--- src/rtl/wincall_pkg.sv ---
package wincall_pkg;
   typedef enum logic [1:0] {
      OP_CALL  = 2'd0,
      OP_ENTRY = 2'd1,
      OP_RETW  = 2'd2,
      OP_MOVSP = 2'd3
   } wc_op_e;

   typedef enum logic [2:0] {
      EXC_NONE    = 3'd0,
      EXC_ILLEGAL = 3'd1,
      EXC_ALLOCA  = 3'd2,
      EXC_UF4     = 3'd3,
      EXC_UF8     = 3'd4,
      EXC_UF12    = 3'd5
   } wc_exc_e;
endpackage

--- src/rtl/wincall_probe.sv ---
// Looks at the three frames below the current base and reports the
// nearest live one (1..3) or 0, plus whether any of them is live.
module wincall_probe #(
   parameter int WB_W = 4,
   localparam int NW = 1 << WB_W
) (
   input  logic [NW-1:0]   wstart,
   input  logic [WB_W-1:0] wbase,
   output logic [1:0]      depth,
   output logic            live
);
   logic [2:0] hit;

   for (genvar d = 1; d <= 3; d++) begin : g_look
      assign hit[d-1] = wstart[wbase - WB_W'(d)];
   end

   always_comb begin
      if (hit[0])      depth = 2'd1;
      else if (hit[1]) depth = 2'd2;
      else if (hit[2]) depth = 2'd3;
      else             depth = 2'd0;
   end

   assign live = |hit;
endmodule

--- src/rtl/wincall_wsupd.sv ---
// Per-frame set/clear of the live-frame vector.
module wincall_wsupd #(
   parameter int WB_W = 4,
   localparam int NW = 1 << WB_W
) (
   input  logic [NW-1:0]   cur,
   input  logic            set_en,
   input  logic [WB_W-1:0] set_idx,
   input  logic            clr_en,
   input  logic [WB_W-1:0] clr_idx,
   output logic [NW-1:0]   nxt
);
   for (genvar i = 0; i < NW; i++) begin : g_bit
      assign nxt[i] = (cur[i] & ~(clr_en && clr_idx == WB_W'(i)))
                    | (set_en && set_idx == WB_W'(i));
   end
endmodule

--- src/rtl/wincall_unit.sv ---
module wincall_unit
   import wincall_pkg::*;
#(
   parameter int XLEN          = 32,
   parameter int NUM_PHYS_REGS = 64,
   localparam int NW   = NUM_PHYS_REGS / 4,
   localparam int WB_W = $clog2(NW)
) (
   input  logic              clk,
   input  logic              rst_n,
   input  logic              cmd_valid,
   input  logic [1:0]        cmd_op,
   input  logic [1:0]        cmd_inc,
   input  logic [3:0]        cmd_sreg,
   input  logic [11:0]       cmd_imm,
   input  logic [XLEN-1:0]   cmd_val,
   input  logic [XLEN-1:0]   cmd_pc,
   input  logic [XLEN-3:0]   cmd_link_pc,
   input  logic              ps_woe,
   input  logic              ps_excm,
   output logic [1:0]        ps_callinc,
   output logic [WB_W-1:0]   wbase,
   output logic [NW-1:0]     wstart,
   output logic              rf_we,
   output logic [3:0]        rf_waddr,
   output logic [XLEN-1:0]   rf_wdata,
   output logic              rot_valid,
   output logic [WB_W-1:0]   rot_delta,
   output logic              ret_valid,
   output logic [XLEN-1:0]   ret_pc,
   output logic              exc_valid,
   output logic [2:0]        exc_kind,
   output logic              excm_set,
   output logic [WB_W-1:0]   ps_owb,
   output logic [XLEN-1:0]   epc
);
   if (NUM_PHYS_REGS < 16 || (NUM_PHYS_REGS & (NUM_PHYS_REGS - 1)) != 0) begin : g_bad_nregs
      $error("NUM_PHYS_REGS must be a power of two of at least 16");
   end
   if (XLEN < 16) begin : g_bad_xlen
      $error("XLEN must be at least 16");
   end

   wc_op_e           op;
   logic [1:0]       ci_q, ci_d;
   logic [WB_W-1:0]  wb_q, wb_d;
   logic [NW-1:0]    ws_q, ws_d;
   logic [1:0]       depth;
   logic             live, win_ok;
   logic [1:0]       ret_n;
   logic             set_en, clr_en;
   logic [WB_W-1:0]  set_idx, clr_idx;

   logic             we_d, rot_d, ret_d, exv_d, excm_d;
   logic [3:0]       waddr_d;
   logic [XLEN-1:0]  wdata_d, retpc_d, epc_d;
   logic [WB_W-1:0]  delta_d, owb_d;
   wc_exc_e          kind_d;

   assign op     = wc_op_e'(cmd_op);
   assign win_ok = ps_woe && !ps_excm;
   assign ret_n  = cmd_val[XLEN-1:XLEN-2];

   wincall_probe #(.WB_W(WB_W)) u_probe (
      .wstart (ws_q), .wbase (wb_q), .depth (depth), .live (live)
   );

   wincall_wsupd #(.WB_W(WB_W)) u_wsupd (
      .cur (ws_q), .set_en (set_en), .set_idx (set_idx),
      .clr_en (clr_en), .clr_idx (clr_idx), .nxt (ws_d)
   );

   always_comb begin
      ci_d = ci_q;  wb_d = wb_q;
      set_en = 1'b0;  set_idx = '0;  clr_en = 1'b0;  clr_idx = '0;
      we_d = 1'b0;  waddr_d = rf_waddr;  wdata_d = rf_wdata;
      rot_d = 1'b0;  delta_d = rot_delta;
      ret_d = 1'b0;  retpc_d = ret_pc;
      exv_d = 1'b0;  kind_d = EXC_NONE;
      excm_d = 1'b0;  owb_d = ps_owb;  epc_d = epc;
      if (cmd_valid) begin
         unique case (op)
            OP_CALL: begin
               if (cmd_inc == 2'd0) begin
                  exv_d = 1'b1;  kind_d = EXC_ILLEGAL;
               end else begin
                  ci_d    = cmd_inc;
                  we_d    = 1'b1;
                  waddr_d = {cmd_inc, 2'b00};
                  wdata_d = {cmd_inc, cmd_link_pc};
               end
            end
            OP_ENTRY: begin
               if (cmd_sreg > 4'd3 || !win_ok) begin
                  exv_d = 1'b1;  kind_d = EXC_ILLEGAL;
               end else begin
                  we_d    = 1'b1;
                  waddr_d = {ci_q, cmd_sreg[1:0]};
                  wdata_d = cmd_val - XLEN'({cmd_imm, 3'b000});
                  rot_d   = 1'b1;
                  delta_d = WB_W'(ci_q);
                  wb_d    = wb_q + WB_W'(ci_q);
                  set_en  = 1'b1;
                  set_idx = wb_d;
               end
            end
            OP_RETW: begin
               if (ret_n == 2'd0 || (depth != 2'd0 && depth != ret_n) || !win_ok) begin
                  exv_d = 1'b1;  kind_d = EXC_ILLEGAL;
               end else begin
                  rot_d   = 1'b1;
                  delta_d = WB_W'(0) - WB_W'(ret_n);
                  wb_d    = wb_q - WB_W'(ret_n);
                  if (ws_q[wb_d]) begin
                     clr_en  = 1'b1;
                     clr_idx = wb_q;
                     ret_d   = 1'b1;
                     retpc_d = {cmd_pc[XLEN-1:XLEN-2], cmd_val[XLEN-3:0]};
                  end else begin
                     exv_d  = 1'b1;
                     kind_d = wc_exc_e'(3'd2 + {1'b0, ret_n});
                     excm_d = 1'b1;
                     owb_d  = wb_q;
                     epc_d  = cmd_pc;
                  end
               end
            end
            OP_MOVSP: begin
               if (!live) begin
                  exv_d = 1'b1;  kind_d = EXC_ALLOCA;
               end
            end
            default: ;
         endcase
      end
   end

   always_ff @(posedge clk) begin
      if (!rst_n) begin
         ci_q <= '0;  wb_q <= '0;  ws_q <= NW'(1);
         rf_we <= 1'b0;  rf_waddr <= '0;  rf_wdata <= '0;
         rot_valid <= 1'b0;  rot_delta <= '0;
         ret_valid <= 1'b0;  ret_pc <= '0;
         exc_valid <= 1'b0;  exc_kind <= EXC_NONE;
         excm_set <= 1'b0;  ps_owb <= '0;  epc <= '0;
      end else begin
         ci_q <= ci_d;  wb_q <= wb_d;  ws_q <= ws_d;
         rf_we <= we_d;  rf_waddr <= waddr_d;  rf_wdata <= wdata_d;
         rot_valid <= rot_d;  rot_delta <= delta_d;
         ret_valid <= ret_d;  ret_pc <= retpc_d;
         exc_valid <= exv_d;  exc_kind <= kind_d;
         excm_set <= excm_d;  ps_owb <= owb_d;  epc <= epc_d;
      end
   end

   assign ps_callinc = ci_q;
   assign wbase      = wb_q;
   assign wstart     = ws_q;

   // a return and an exception never coincide
   p_single_result_r10: assert property (@(posedge clk) disable iff (!rst_n)
      $onehot0({ret_valid, exc_valid}));

   // each rotation moves the base by the requested delta
   p_rot_moves_base_r6: assert property (@(posedge clk) disable iff (!rst_n)
      rot_valid |-> wbase == $past(wbase) + rot_delta);

   // a completed return leaves new frame live and old frame released
   p_ret_frames_r7: assert property (@(posedge clk) disable iff (!rst_n)
      ret_valid |-> (wstart[wbase] && !wstart[$past(wbase)]));

   // an entry leaves its new frame live
   p_entry_mark_r4: assert property (@(posedge clk) disable iff (!rst_n)
      (rot_valid && !ret_valid && !excm_set) |-> wstart[wbase]);

   // underflow saves the old base and sets exception mode
   p_underflow_state_r8: assert property (@(posedge clk) disable iff (!rst_n)
      (exc_valid && exc_kind >= 3'd3) |-> (excm_set && ps_owb == $past(wbase)
                                           && $stable(wstart)));

   // a call link carries its increment in the top bits
   p_call_link_r2: assert property (@(posedge clk) disable iff (!rst_n)
      (rf_we && !rot_valid) |-> (rf_wdata[XLEN-1:XLEN-2] == rf_waddr[3:2]
                                 && ps_callinc == rf_waddr[3:2]));
endmodule

--- config.mk ---
export PLATFORM = sky130hd
export DESIGN_NAME = wincall_unit
export DESIGN_NICKNAME = d
export VERILOG_FILES = /design/src/rtl/wincall_pkg.sv /design/src/rtl/wincall_probe.sv /design/src/rtl/wincall_wsupd.sv /design/src/rtl/wincall_unit.sv
export SDC_FILE = /design/constraint.sdc
export NUM_CORES = 1
export LEC_CHECK = 0
export BUFFER_PORTS_ARGS = -buffer_cell sky130_fd_sc_hd__buf_2
export CAP_MARGIN = 20
export CORE_ASPECT_RATIO = 0.6
export CORE_MARGIN = 4
export CORE_UTILIZATION = 33
export DETAILED_ROUTE_END_ITERATION = 8
export PLACE_DENSITY = 0.6
export SETUP_SLACK_MARGIN = 0.02
export SLEW_MARGIN = 40
export SYNTH_ARGS = -nofsm -noshare
export SYNTH_HDL_FRONTEND = slang
export SYNTH_HIERARCHICAL = 1
export SYNTH_SLANG_ARGS = --single-unit
export TNS_END_PERCENT = 100
--- constraint.sdc ---
create_clock -name clk -period 4.4 [get_ports clk]
set_input_delay 0.66 -clock clk [delete_from_list [all_inputs] [get_ports clk]]
set_output_delay 0.66 -clock clk [all_outputs]
set_load 0.01 [all_outputs]
# == Word level (Yosys, flattened, before mapping) ==
# Cells that the tools add are included.
# totals
in_bits,119
out_inout_bits,138
regBits,138
# op_classes
order_cmp,5
n_reduce_logical,55
eq_ne,37
n_bitwise,54
addsub,8
mux,53
# ops
operator,count
"equality test 4 bit, second input constant",16
2-to-1 mux 32 bit,2
case mux 32 bit (2 select lines),1
2-to-1 mux 4 bit,13
logical AND 1 bit,34
"equality test 4 x 3 -> 1 bit, second input constant",8
subtractor 32 x 15 -> 32 bit,1
case mux 4 bit (2 select lines),3
inverter 1 bit,22
"less-than comparator 4 x 5 -> 1 bit, second input constant",4
2-to-1 mux 1 bit,20
AND 1 bit,16
binary-select mux 1 bit (select 4 bit),4
"equality test 4 x 2 -> 1 bit, second input constant",4
bitwise OR 1 bit,16
AND reduction 4 bit,4
case mux 3 bit (4 select lines),1
"equality test 4 x 1 -> 1 bit, second input constant",2
zero test 4 bit,2
2-to-1 mux 2 bit,4
"subtractor 4 x 2 -> 4 bit, second input constant",2
zero test 2 bit,3
2-to-1 mux 3 bit,2
"inequality test 2 bit, second input constant",3
other kinds (18),25

# == Longest topological paths before layout ==
# Gate-level depths: netlist of run 1.
# depth
ltp_word,18
mapped_depth,20
mapped_depth_nobuf,16

# == Modules after synthesis ==
# Netlist of run 1, hierarchy kept.
# by_module_without_submodules
module,area_per_inst_um2,seq_area_each_um2,n_inst,cells_each
wincall_unit,6851.6,2742.6,1,839
wincall_probe,560.5,0.0,1,43
wincall_wsupd,267.8,0.0,1,48

# == Least setup slack after synthesis of run 1 ==
# No wires, ideal clock.
# synth_timing
path_kind,reg-to-reg
startpoint,"register wb_q[0], in the netlist wbase[0]"
endpoint,"register ws_q[15], in the netlist wstart[15]"
n_path_buf,5
stages_incl_launch_ff,21
period_less_slack_ns,3.902
t_required_ns,4.285
setup_time_ns,0.115
setup_slack_ns,0.498
arrival_ns,3.787
path_cell_list,dfxtp_1 buf_6 buf_12 inv_1 ha_1 inv_1 mux4_2 mux2i_4 a21boi_1 nor2b_1 o21ai_0 nand4_1 nand4bb_1 buf_2 buf_4 buf_2 nor2_1 nand3_1 o21ai_0 o21ai_0 and2_1
# synth_via
elab_chain_len,18
# synth_lines
element,line,text
from (decl),wincall_unit.sv:46,"logic [WB_W-1:0] wb_q, wb_d;"
from (signal assigned),wincall_unit.sv:147,ci_q <= ci_d; wb_q <= wb_d; ws_q <= ws_d;
subtractor 4 x 2 -> 4 bit,wincall_probe.sv:15,assign hit[d-1] = wstart[wbase - WB_W'(d)];
binary-select mux 1 bit (select 4 bit),wincall_probe.sv:15,
2-to-1 mux 1 bit (implied by the code),wincall_probe.sv:15,
2-to-1 mux 2 bit,wincall_probe.sv:21,else if (hit[2]) depth = 2'd3;
2-to-1 mux 2 bit,wincall_probe.sv:20,else if (hit[1]) depth = 2'd2;
2-to-1 mux 2 bit (*),wincall_probe.sv:19,if (hit[0]) depth = 2'd1;
named net depth[1],wincall_unit.sv:48,logic [1:0] depth;
inequality test 2 bit / nonzero test 2 bit (equally long branches),wincall_unit.sv:108,if (ret_n == 2'd0 || (depth != 2'd0 && depth != ret_n) || !win_ok) begin
[5 not listed],n/a,
2-to-1 mux 4 bit (*),wincall_unit.sv:81,if (cmd_valid) begin
named net clr_idx[2],wincall_unit.sv:52,"logic [WB_W-1:0] set_idx, clr_idx;"
equality test 4 bit (*),wincall_wsupd.sv:14,assign nxt[i] = (cur[i] & ~(clr_en && clr_idx == WB_W'(i)))
logical AND 1 bit (*),wincall_wsupd.sv:14,
inverter 1 bit (*),wincall_wsupd.sv:14,
AND 1 bit (*),wincall_wsupd.sv:14,
bitwise OR 1 bit (*),wincall_wsupd.sv:15,| (set_en && set_idx == WB_W'(i));
named net ws_d[15],wincall_unit.sv:47,"logic [NW-1:0] ws_q, ws_d;"
to (signal assigned),wincall_unit.sv:147,
to (decl),wincall_unit.sv:47,
# The timed path passes the listed nets; every way through them passes the cells marked *. The select of a mux whose other input is x is not followed.
# A chain may end at the register's enable or synchronous reset.

# == Worst setup path in the final report of run 1 ==
# layout_timing
startpoint,"register wb_q[0], in the netlist wbase[0]"
endpoint,"register ws_q[2], in the netlist wstart[2]"
# layout_lines
element,line,text
subtractor 4 x 2 -> 4 bit,wincall_probe.sv:15,
binary-select mux 1 bit (select 4 bit),wincall_probe.sv:15,
2-to-1 mux 1 bit (implied by the code),wincall_probe.sv:15,
2-to-1 mux 2 bit,wincall_probe.sv:21,
2-to-1 mux 2 bit,wincall_probe.sv:20,
2-to-1 mux 2 bit (*),wincall_probe.sv:19,
named net depth[1],wincall_unit.sv:48,
inequality test 2 bit / nonzero test 2 bit (equally long branches),wincall_unit.sv:108,
[4 not listed],n/a,
2-to-1 mux 1 bit (*),n/a,
2-to-1 mux 1 bit (*),wincall_unit.sv:81,
named net clr_en,wincall_unit.sv:51,"logic set_en, clr_en;"
logical AND 1 bit (*),wincall_wsupd.sv:14,
inverter 1 bit (*),wincall_wsupd.sv:14,
AND 1 bit (*),wincall_wsupd.sv:14,
bitwise OR 1 bit (*),wincall_wsupd.sv:15,
named net ws_d[2],wincall_unit.sv:47,
# Marks and branches as above.

==> impl_results.md, run 1 <==
* Crit-path cells: inv_1, ha_1, inv_1, mux4_2, mux2i_4, a21boi_1, nor2b_1, o21ai_0, nand4_1, nand4bb_4, inv_2, or3b_4, o21ai_1, o21ai_1, and2_1
* Headroom to the max-slew limit at 0.544
* DP Area at 9250 um^2
* Clock Tree Buf Depth at 2
* Vias after detailed routing at 7819
* Post-Synth Adder-Cell Area at 0.0502
* DR iter-0 viols at 634
* Final Cycle Share at 0.902
* Leakage at 4.32 nW
* Xor/xnor share of the synthesized area at 0.0148
* Utilization after layout at 0.437
* EDFF count, synth at 0
* Setup WS post-layout at 433 ps
* Max incr delay on CP at 550 ps
* Mux cell area share after synthesis at 0.0877
* Post-Synth Simple-Gate Area at 0.225
* Core area at 22400 um^2
* Post-DP HPWL at 20900 um
* Main combinational cell family by area after synthesis: simple AND/OR/NAND/NOR gates
* Synthesized area per cell at 8.26 um^2
* Crit path max-delay family: simple AND/OR/NAND/NOR gates
* DRT Pass-1 Iters at 5
* RePlAce Congestion at 0.896
* Antenna viol nets, final at 0
* Post-CTS setup buffers at 0
* Total Routing Usage GR at 0.206
* Initial antenna violation count at 2
* Setup crit end kind: register
* Place WS at 571 ps
* Fin. max-slew vios at 0
* Actual slew at the worst max-slew pin at 678 ps
* WS Path Type: reg2reg
* Clock transition at path regs at 70 ps
* Post-Synthesis Cells at 930
* Post-synthesis sequential area ratio at 0.357
* Asr flop ratio synth at 0
* Worst vdd ir at 0.000250 V
* Die X at 205 um
* # port buffers at 256
* Total congestion overflow at 0
* Syn-to-layout area delta at 27.8%
* Worst endpoint data arrival time at 4290 ps
* CTS buffer count at 17
* IO Count at 257
* Fin crit period at 3970 ps
* Post-synthesis compound-gate area fraction at 0.208
* Cell variety after synth at 75
* Mapped Area at 7680 um^2
* CP Buf/Inv Count at 3
* Critical Path RT at 4720 ps
* Layout cells sized above 1 at 0.288
* Max Cap Viol at 0
* Min-delay worst type: reg2reg
* Register bit count reported by yosys at 137
* Status: finished clean
* Clk_lat worst skew at 430 ps
* Number of remaining DRC errors at 0
* CTS resizes at 0
* Routed len/inst at 18.5 um
* Clk root buf: clkbuf_16
* Setup total negative slack at 0 ps
* Yosys Warn Count at 6
* H-tree depth at 4
* Initial Util at 0.342
* Largest net degree at the start of global routing at 111
* Final Cell Area at 9810 um^2
* Via-to-Cell Ratio at 5.29
* Fin. Hold Viols at 0
* CP startpoint kind: register
* Clock sinks at 137
* Die area at 25900 um^2
* Max FO, Critical Path at 6
* Number of nets in the layout at 1307
* Syn Nets at 1078
* Number of global-route vias before repair at 7426
* Crit-path slowest cell: mux4_2
* Ys flop type: dfxtp_1
* Rows at 42
* Total Wirelength at 27300 um
* Antenna Cells at 0
* Setup violators final at 0
* Clk_skew at 13.8 ps
* Die Ht at 126 um
* CTS Hold Bufs at 0
* Fmax at 252 MHz
* TritonCTS clock tree: done
* RSZ-0062 raised after global routing: false
* Filler cell count in the final layout at 2309
* First-pass GRT wire length at 42200 um
* Power Density at 321 nW/um^2
* Min Hold Slack at 449 ps
-- placed cells by master, fill, tap and decap left out, drive strengths merged, types with 9 or more instances in the layout --
cell    instances
o21ai         126
nand2         100
or3            22
buf           275
dfxtp         137
nand3          89
mux2            9
a31oi          15
ha             26
inv            36
o211ai         10
and2           22
nor2           43
nor3           11
xnor2           9
a211oi         19
nor2b          11
a21oi          32
clkbuf         20
nand2b         12
mux4           10
mux2i          30
-- worst min-delay path, delay by kind of cell, from the launching register on --
family          cells  cell delay, ps
compound gates      1              50
simple gates        1              50
flops               1             310
-- path summary, 6_finish.rpt --
kind,start,end,slack [ps],cells after the start
min reg2reg,epc[1],epc[1],450,2
max reg2reg,wbase[0],wstart[2],430,15
max,wbase[0],wstart[2],430,15
min,epc[1],epc[1],450,2
-- registers in the layout, indices dropped and copies added, names as in the netlist, 2 cells and up --
name,cells
epc,32
ret_pc,32
ps_owb,4
rf_wdata,32
exc_kind,3
wstart,16
rot_delta,3
rf_waddr,4
ps_callinc,2
wbase,4
-- power by group --
part / internal, mW / switching, mW / leakage, nW
logic: 0.179 / 0.274 / 2.94
clock network: 0.832 / 0.573 / 0.270
registers: 1.27 / 0.0160 / 1.11
-- per-stage QoR --
stage | total power, mW | cells
3_3_place_gp | 1.76 | 1447
5_1_grt | 3.29 | 1479
3_5_place_dp | 1.77 | 1448
4_1_cts | 3.18 | 1479
6_report | 3.15 | 1479
2_1_floorplan | 1.58 | 930
-- cell usage after synthesis (4+ instances only) --
library cell | number | area [um^2]
a211oi_1 | 18 | 135
a21o_1 | 7 | 52.6
a21oi_1 | 32 | 160
a31oi_1 | 15 | 93.8
and2_1 | 22 | 138
buf_2 | 13 | 65.1
clkbuf_1 | 45 | 169
dfxtp_1 | 137 | 2740
ha_1 | 26 | 325
inv_1 | 34 | 128
mux2_2 | 5 | 56.3
mux2i_1 | 29 | 290
mux4_1 | 6 | 158
mux4_2 | 4 | 90.1
nand2_1 | 100 | 375
nand2b_1 | 12 | 75.1
nand3_1 | 89 | 445
nand3b_1 | 5 | 37.5
nor2_1 | 43 | 161
nor2b_1 | 11 | 68.8
nor3_1 | 11 | 55.1
nor4_1 | 6 | 37.5
o211ai_1 | 10 | 75.1
o21ai_0 | 82 | 410
o21ai_1 | 44 | 220
o31ai_2 | 5 | 62.6
or3_1 | 22 | 138
or4_1 | 7 | 52.6
xnor2_1 | 9 | 78.8
xor2_1 | 4 | 35.0
-- final cells by class --
| class | count | area, um^2 | share of cell area |
|---|---|---|---|
| multi-input combinational | 692 | 4540 | 0.462 |
| clock inverter | 11 | 125 | 0.0128 |
| tap | 308 | 385 | 0.0393 |
| clock buffer | 20 | 437 | 0.0445 |
| timing repair buffer | 275 | 1450 | 0.148 |
| inverter | 36 | 135 | 0.0138 |
| sequential | 137 | 2740 | 0.280 |
-- logic make-up after synthesis --
family | count (synthesis)
adder cells (fa/ha/maj) | 29
XOR/XNOR | 13
flip-flops | 137
multiplexers | 49
buffers and inverters | 101
AO/OA/AOI/OAI | 255
AND/OR/NAND/NOR | 346
-- metal layers --
layer | part of all wire | global-route usage | wire, um | vias up
met5 | 0.00095 | 0 | 26 | -
met4 | 0.0094 | 0.0437 | 257 | 4
met3 | 0.092 | 0.0604 | 2520 | 27
met2 | 0.42 | 0.308 | 11500 | 321
met1 | 0.48 | 0.297 | 13000 | 3639
li1 | - | - | - | 3828
(Power assumes the default switching activity.)
==> run 2: changes to the inputs <==
==> constraint.sdc (replaced) <==
create_clock -name clk -period 4.4 [get_ports clk]
set_input_delay 0.44 -clock clk [delete_from_list [all_inputs] [get_ports clk]]
set_output_delay 0.44 -clock clk [all_outputs]
set_load 0.01 [all_outputs]
==> run 2 against run 1 <==
Compared with the run above: final area rose by 0.24%; routed wire length is 0.24% higher; first-iteration DRC count shrank 0.79%; power is 0.65% higher; utilization rose by 0.11 points; largest power group unchanged; critical path depth is the same; hold slack got worse by 230 ps; clock-buffer cell count shrank 2.
==> impl_results.md, run 2 (synthesis results as in run 1) <==
* Commonest non-fill, non-tap cell in the layout: buf_2
* Largest net degree at the start of global routing at 99
* CTS buffer count at 17
* Max Cap Viol at 0
* Clock power share at 0.450
* Clock transition at path regs at 70 ps
* Fin crit period at 3950 ps
* Number of remaining DRC errors at 0
* Flop pwr share at 0.406
* Total Routing Usage GR at 0.209
* CTS resizes at 0
* Clk_lat worst skew at 430 ps
* Total Wirelength at 27400 um
* Die X at 205 um
* Setup total negative slack at 0 ps
* DR iter-0 viols at 629
* Filler cell count in the final layout at 2316
* Max FO, Critical Path at 6
* Int Pwr at 2.25 mW
* Rows at 42
* First-pass GRT wire length at 42800 um
* H-tree depth at 4
* NetSw at 0.912 mW
* Clock sinks at 137
* Layout cells sized above 1 at 0.293
* RSZ-0062 raised after global routing: false
* WS Path Type: reg2reg
* CP startpoint kind: register
* TritonCTS clock tree: done
* IO Count at 257
* Die area at 25900 um^2
* Routed len/inst at 18.4 um
* Vias after detailed routing at 7760
* Total congestion overflow at 0
* Number of nets in the layout at 1311
* Min-delay worst type: in2reg
* Clk root buf: clkbuf_16
* # port buffers at 256
* Initial Util at 0.342
* Setup crit end kind: register
* Power Density at 322 nW/um^2
* Antenna Cells at 0
* Setup violators final at 0
* Post-CTS setup buffers at 0
* Syn-to-layout area delta at 28.1%
* Most frequent cells in the layout: buf_2, dfxtp_1, nand2_1
* Number of global-route vias before repair at 7379
* Post-DP HPWL at 20800 um
* Clock Tree Buf Depth at 2
* Worst vdd ir at 0.000251 V
* Fin. Hold Viols at 0
* Fmax at 253 MHz
* CTS Hold Bufs at 0
* Fin. max-slew vios at 0
* Worst endpoint data arrival time at 4240 ps
* Initial antenna violation count at 1
* DRT Pass-1 Iters at 5
* Sw Ratio at 0.288
* Status: finished clean
* Biggest regs: epc: 32 flops, ret_pc: 32 flops, rf_wdata: 32 flops
* Via-to-Cell Ratio at 5.23
* Actual slew at the worst max-slew pin at 817 ps
* Utilization after layout at 0.438
* Antenna viol nets, final at 0
* RePlAce Congestion at 0.925
* Core area at 22400 um^2
* Comb power frac at 0.144
* Leakage at 4.34 nW
* Critical Path RT at 4690 ps
* Final Cycle Share at 0.898
* Headroom to the max-slew limit at 0.452
* Clk_skew at 6.84 ps
* Die Ht at 126 um
run 2: cell count changes in the layout (fill, tap and decap cells not counted), sizes merged:
cell    before  now
clkbuf      20   18
bufinv       2    1
buf        275  279
inv         36   40
run 2: worst paths after layout:
path         cells past startpoint  slack [ps]   endpoint        from
max                             15         450  wstart[0]    wbase[1]
min                              3         220    epc[22]  cmd_pc[22]
max reg2reg                     15         450  wstart[0]    wbase[1]
min reg2reg                      2         450     epc[3]      epc[3]
run 2: worst max-delay path, stage by stage (launching register included):
cell and delay, ps:
dfxtp_1 340, inv_1 110, ha_1 420, mux4_1 570, mux2i_1 190, mux2i_1 100
o21ai_1 180, nor2b_1 60, o21ai_0 230, nand4_1 310, nand4bb_4 400, inv_2 120
or3b_4 410, o21ai_1 150, o21ai_1 70, nand2b_1 140
run 2: final cells by class:
type	instances	area, um^2	share of cell area
clock inverters	14	138	0.0140
clock buffers	18	439	0.0447
well taps	308	385	0.0392
inverters	36	135	0.0137
multi-input cells	692	4540	0.461
flip-flops and latches	137	2740	0.279
repair buffers	279	1460	0.148
run 2: per-layer routing:
metal,GRT usage,share of wire,vias up
met1,0.310,0.49,3624
met3,0.0578,0.084,17
li1,-,-,3837
met4,0.0405,0.0069,2
met5,0,0.00026,-
met2,0.305,0.42,280
run 2: power by group through the flow:
stage          clock network (mW)  logic [mW]  registers, mW
2_1_floorplan                   0       0.254           1.33
3_3_place_gp                    0       0.448           1.31
3_5_place_dp                    0       0.450           1.31
4_1_cts                      1.46       0.454           1.29
5_1_grt                      1.53       0.506           1.29
6_report                     1.43       0.455           1.29
run 2: metrics by stage:
stage	power (mW)	setup WS, ps	hold slack [ps]	std cells	instance area, um^2
5_1_grt	3.32	144	216	1484	9840
3_5_place_dp	1.76	556	443	1451	9250
3_3_place_gp	1.76	682	435	1451	9250
4_1_cts	3.20	511	201	1483	9830
2_1_floorplan	1.58	498	473	930	7680
6_report	3.17	450	221	1484	9840
==> run 3: changes to the inputs <==
Settings changed: PLACE_DENSITY 0.6 to 0.62.
Clock period 4.4 ns to 3.3 ns, I/O delays scaled along.
==> run 3 against run 2 <==
Compared with the run above: the flow now finishes with violations (negative setup slack); critical endpoint is now wstart[4]; clock power is 38% higher; clock skew is 3.4 ps higher; utilization is 4.7 points higher; die area stayed put.
==> impl_results.md, run 3 (synthesis results as in run 1) <==
* Clock power share at 0.452
* CP startpoint kind: register
* Core area at 22400 um^2
* CTS buffer count at 17
* Total Routing Usage GR at 0.207
* Largest net degree at the start of global routing at 71
* H-tree depth at 4
* Via-to-Cell Ratio at 5.39
* Worst vdd ir at 0.000372 V
* Setup WS post-layout at -176 ps
* Flop pwr share at 0.393
* TritonCTS clock tree: done
* Final Cycle Share at 1.05
* Total Wirelength at 30200 um
* Fin. max-slew vios at 0
* Die X at 205 um
* Routed len/inst at 19.6 um
* WS Path Type: reg2reg
* # port buffers at 256
* Footprint of the multi-input gates at 4890 um^2
* Biggest regs: epc: 32 flops, ret_pc: 32 flops, rf_wdata: 32 flops
* Crit-path cells: clkinvlp_4, buf_4, ha_2, a21boi_0, xnor2_1, mux2i_4, a21boi_2, nor2b_1, o21ai_1, nand4_1, nand4bb_4, buf_6, nor2_4, nand3b_1, o21ai_1, o21ai_1, and2_1
* Most frequent cells in the layout: buf_2, dfxtp_1, nand2_1
* Clk_skew at 10.2 ps
* Number of nets in the layout at 1364
* IO Count at 257
* Clk root buf: clkbuf_16
* Crit-path slowest cell: xnor2_1
* Placed Cells at 1472
* Finished Layout Cells at 1537
* Worst endpoint data arrival time at 3800 ps
* Fin. Hold Viols at 0
* Rows at 42
* Max FO, Critical Path at 4
* Sw Ratio at 0.269
* Total congestion overflow at 0
* Comb power frac at 0.155
* Antenna Cells at 0
* Clock transition at path regs at 60 ps
* RSZ-0062 raised after global routing: true
* Setup crit end kind: register
* NetSw at 1.18 mW
* Syn-to-layout area delta at 41.7%
* Place WS at -212 ps
* Clk_lat worst skew at 440 ps
* Int Pwr at 3.20 mW
* Clock sinks at 137
* Most frequent CP cell: o21ai_1
* Commonest non-fill, non-tap cell in the layout: buf_2
* Design Power at 4.38 mW
* RePlAce Congestion at 0.971
* Number of remaining DRC errors at 0
* DR iter-0 viols at 603
* Critical Path RT at 3630 ps
* Die Ht at 126 um
* Clock Tree Buf Depth at 2
* DP Area at 9480 um^2
* Max incr delay on CP at 380 ps
* Failing checks: negative setup slack
* Layout cells sized above 1 at 0.387
* Filler cell count in the final layout at 2197
* Post-DP HPWL at 20600 um
* Number of global-route vias before repair at 7387
* Min-delay worst type: in2reg
* Setup violators final at 18
* Sequential Area at 2750 um^2
* Power Density at 402 nW/um^2
* Actual slew at the worst max-slew pin at 826 ps
* Initial Util at 0.342
* Fmax at 288 MHz
* Die area at 25900 um^2
* Headroom to the max-slew limit at 0.450
* Setup total negative slack at -2290 ps
* Final Cell Area at 10900 um^2
* Status: finished with violations
* First-pass GRT wire length at 41900 um
* Vias after detailed routing at 8285
* Max Cap Viol at 0
* Antenna viol nets, final at 0
* Initial antenna violation count at 1
* DRT Pass-1 Iters at 4
* Fin crit period at 3480 ps
* Leakage at 4.75 nW
run 3: cell count changes in the layout (fill, tap and decap cells not counted), sizes merged:
| cell | change |
|---|---|
| clkbuf | +15 |
| bufinv | +1 |
| clkinv | -2 |
| buf | +45 |
| inv | -6 |
run 3: worst paths after layout:
check                       start            to  slack [ps]  depth (start not counted)
hold reg to reg           epc[10]       epc[10]         450                          2
hold / removal    cmd_link_pc[26]  rf_wdata[26]         120                          3
setup / recovery         wbase[1]     wstart[4]        -180                         17
setup reg to reg         wbase[1]     wstart[4]        -180                         17
run 3: layer usage:
layer / up-vias / GRT usage / share of wire
met3: 29 / 0.0884 / 0.11
met5: - / 0 / 0.00043
met1: 3946 / 0.308 / 0.49
met2: 366 / 0.269 / 0.39
met4: 2 / 0.0519 / 0.011
li1: 3942 / - / -
run 3: layout make-up:
class,instances,share of cell area
clock buffer,25,0.0474
clock inverter,7,0.00805
inverter,36,0.0130
multi-input combinational,692,0.450
sequential,137,0.253
tap,308,0.0354
timing repair buffer,332,0.194
run 3: repair_timing:
item	CTS	global route
setup buffers	10	11
hold buffers	0	0
resized for setup	37	106
gates cloned	0	14
endpoints found under the setup margin	20	91
pin swaps	25	53
run 3: power groups by stage:
stage               Clock (mW)  Combinational, mW  Sequential (mW)
floorplan                    0              0.344             1.77
global placement             0              0.610             1.75
detailed placement           0              0.615             1.75
CTS                       2.01              0.631             1.72
global route              2.09              0.740             1.72
finish                    1.98              0.678             1.72
run 3: through the flow:
stage | util | hold slack (ps)
2_1_floorplan | - | 433
3_3_place_gp | 0.423 | 432
3_5_place_dp | 0.423 | 441
4_1_cts | 0.456 | 88.3
5_1_grt | 0.485 | 117
6_report | 0.485 | 123
run 3: worst max-delay path, delay by kind of cell (launching register included):
kind / cells / cell delay (ps)
AND/OR/NAND/NOR: 6 / 980
AO/OA/AOI/OAI: 5 / 760
XOR/XNOR: 1 / 380
flip-flops: 1 / 350
multiplexers: 1 / 300
buffers and inverters: 3 / 440
adder cells (fa/ha/maj): 1 / 180
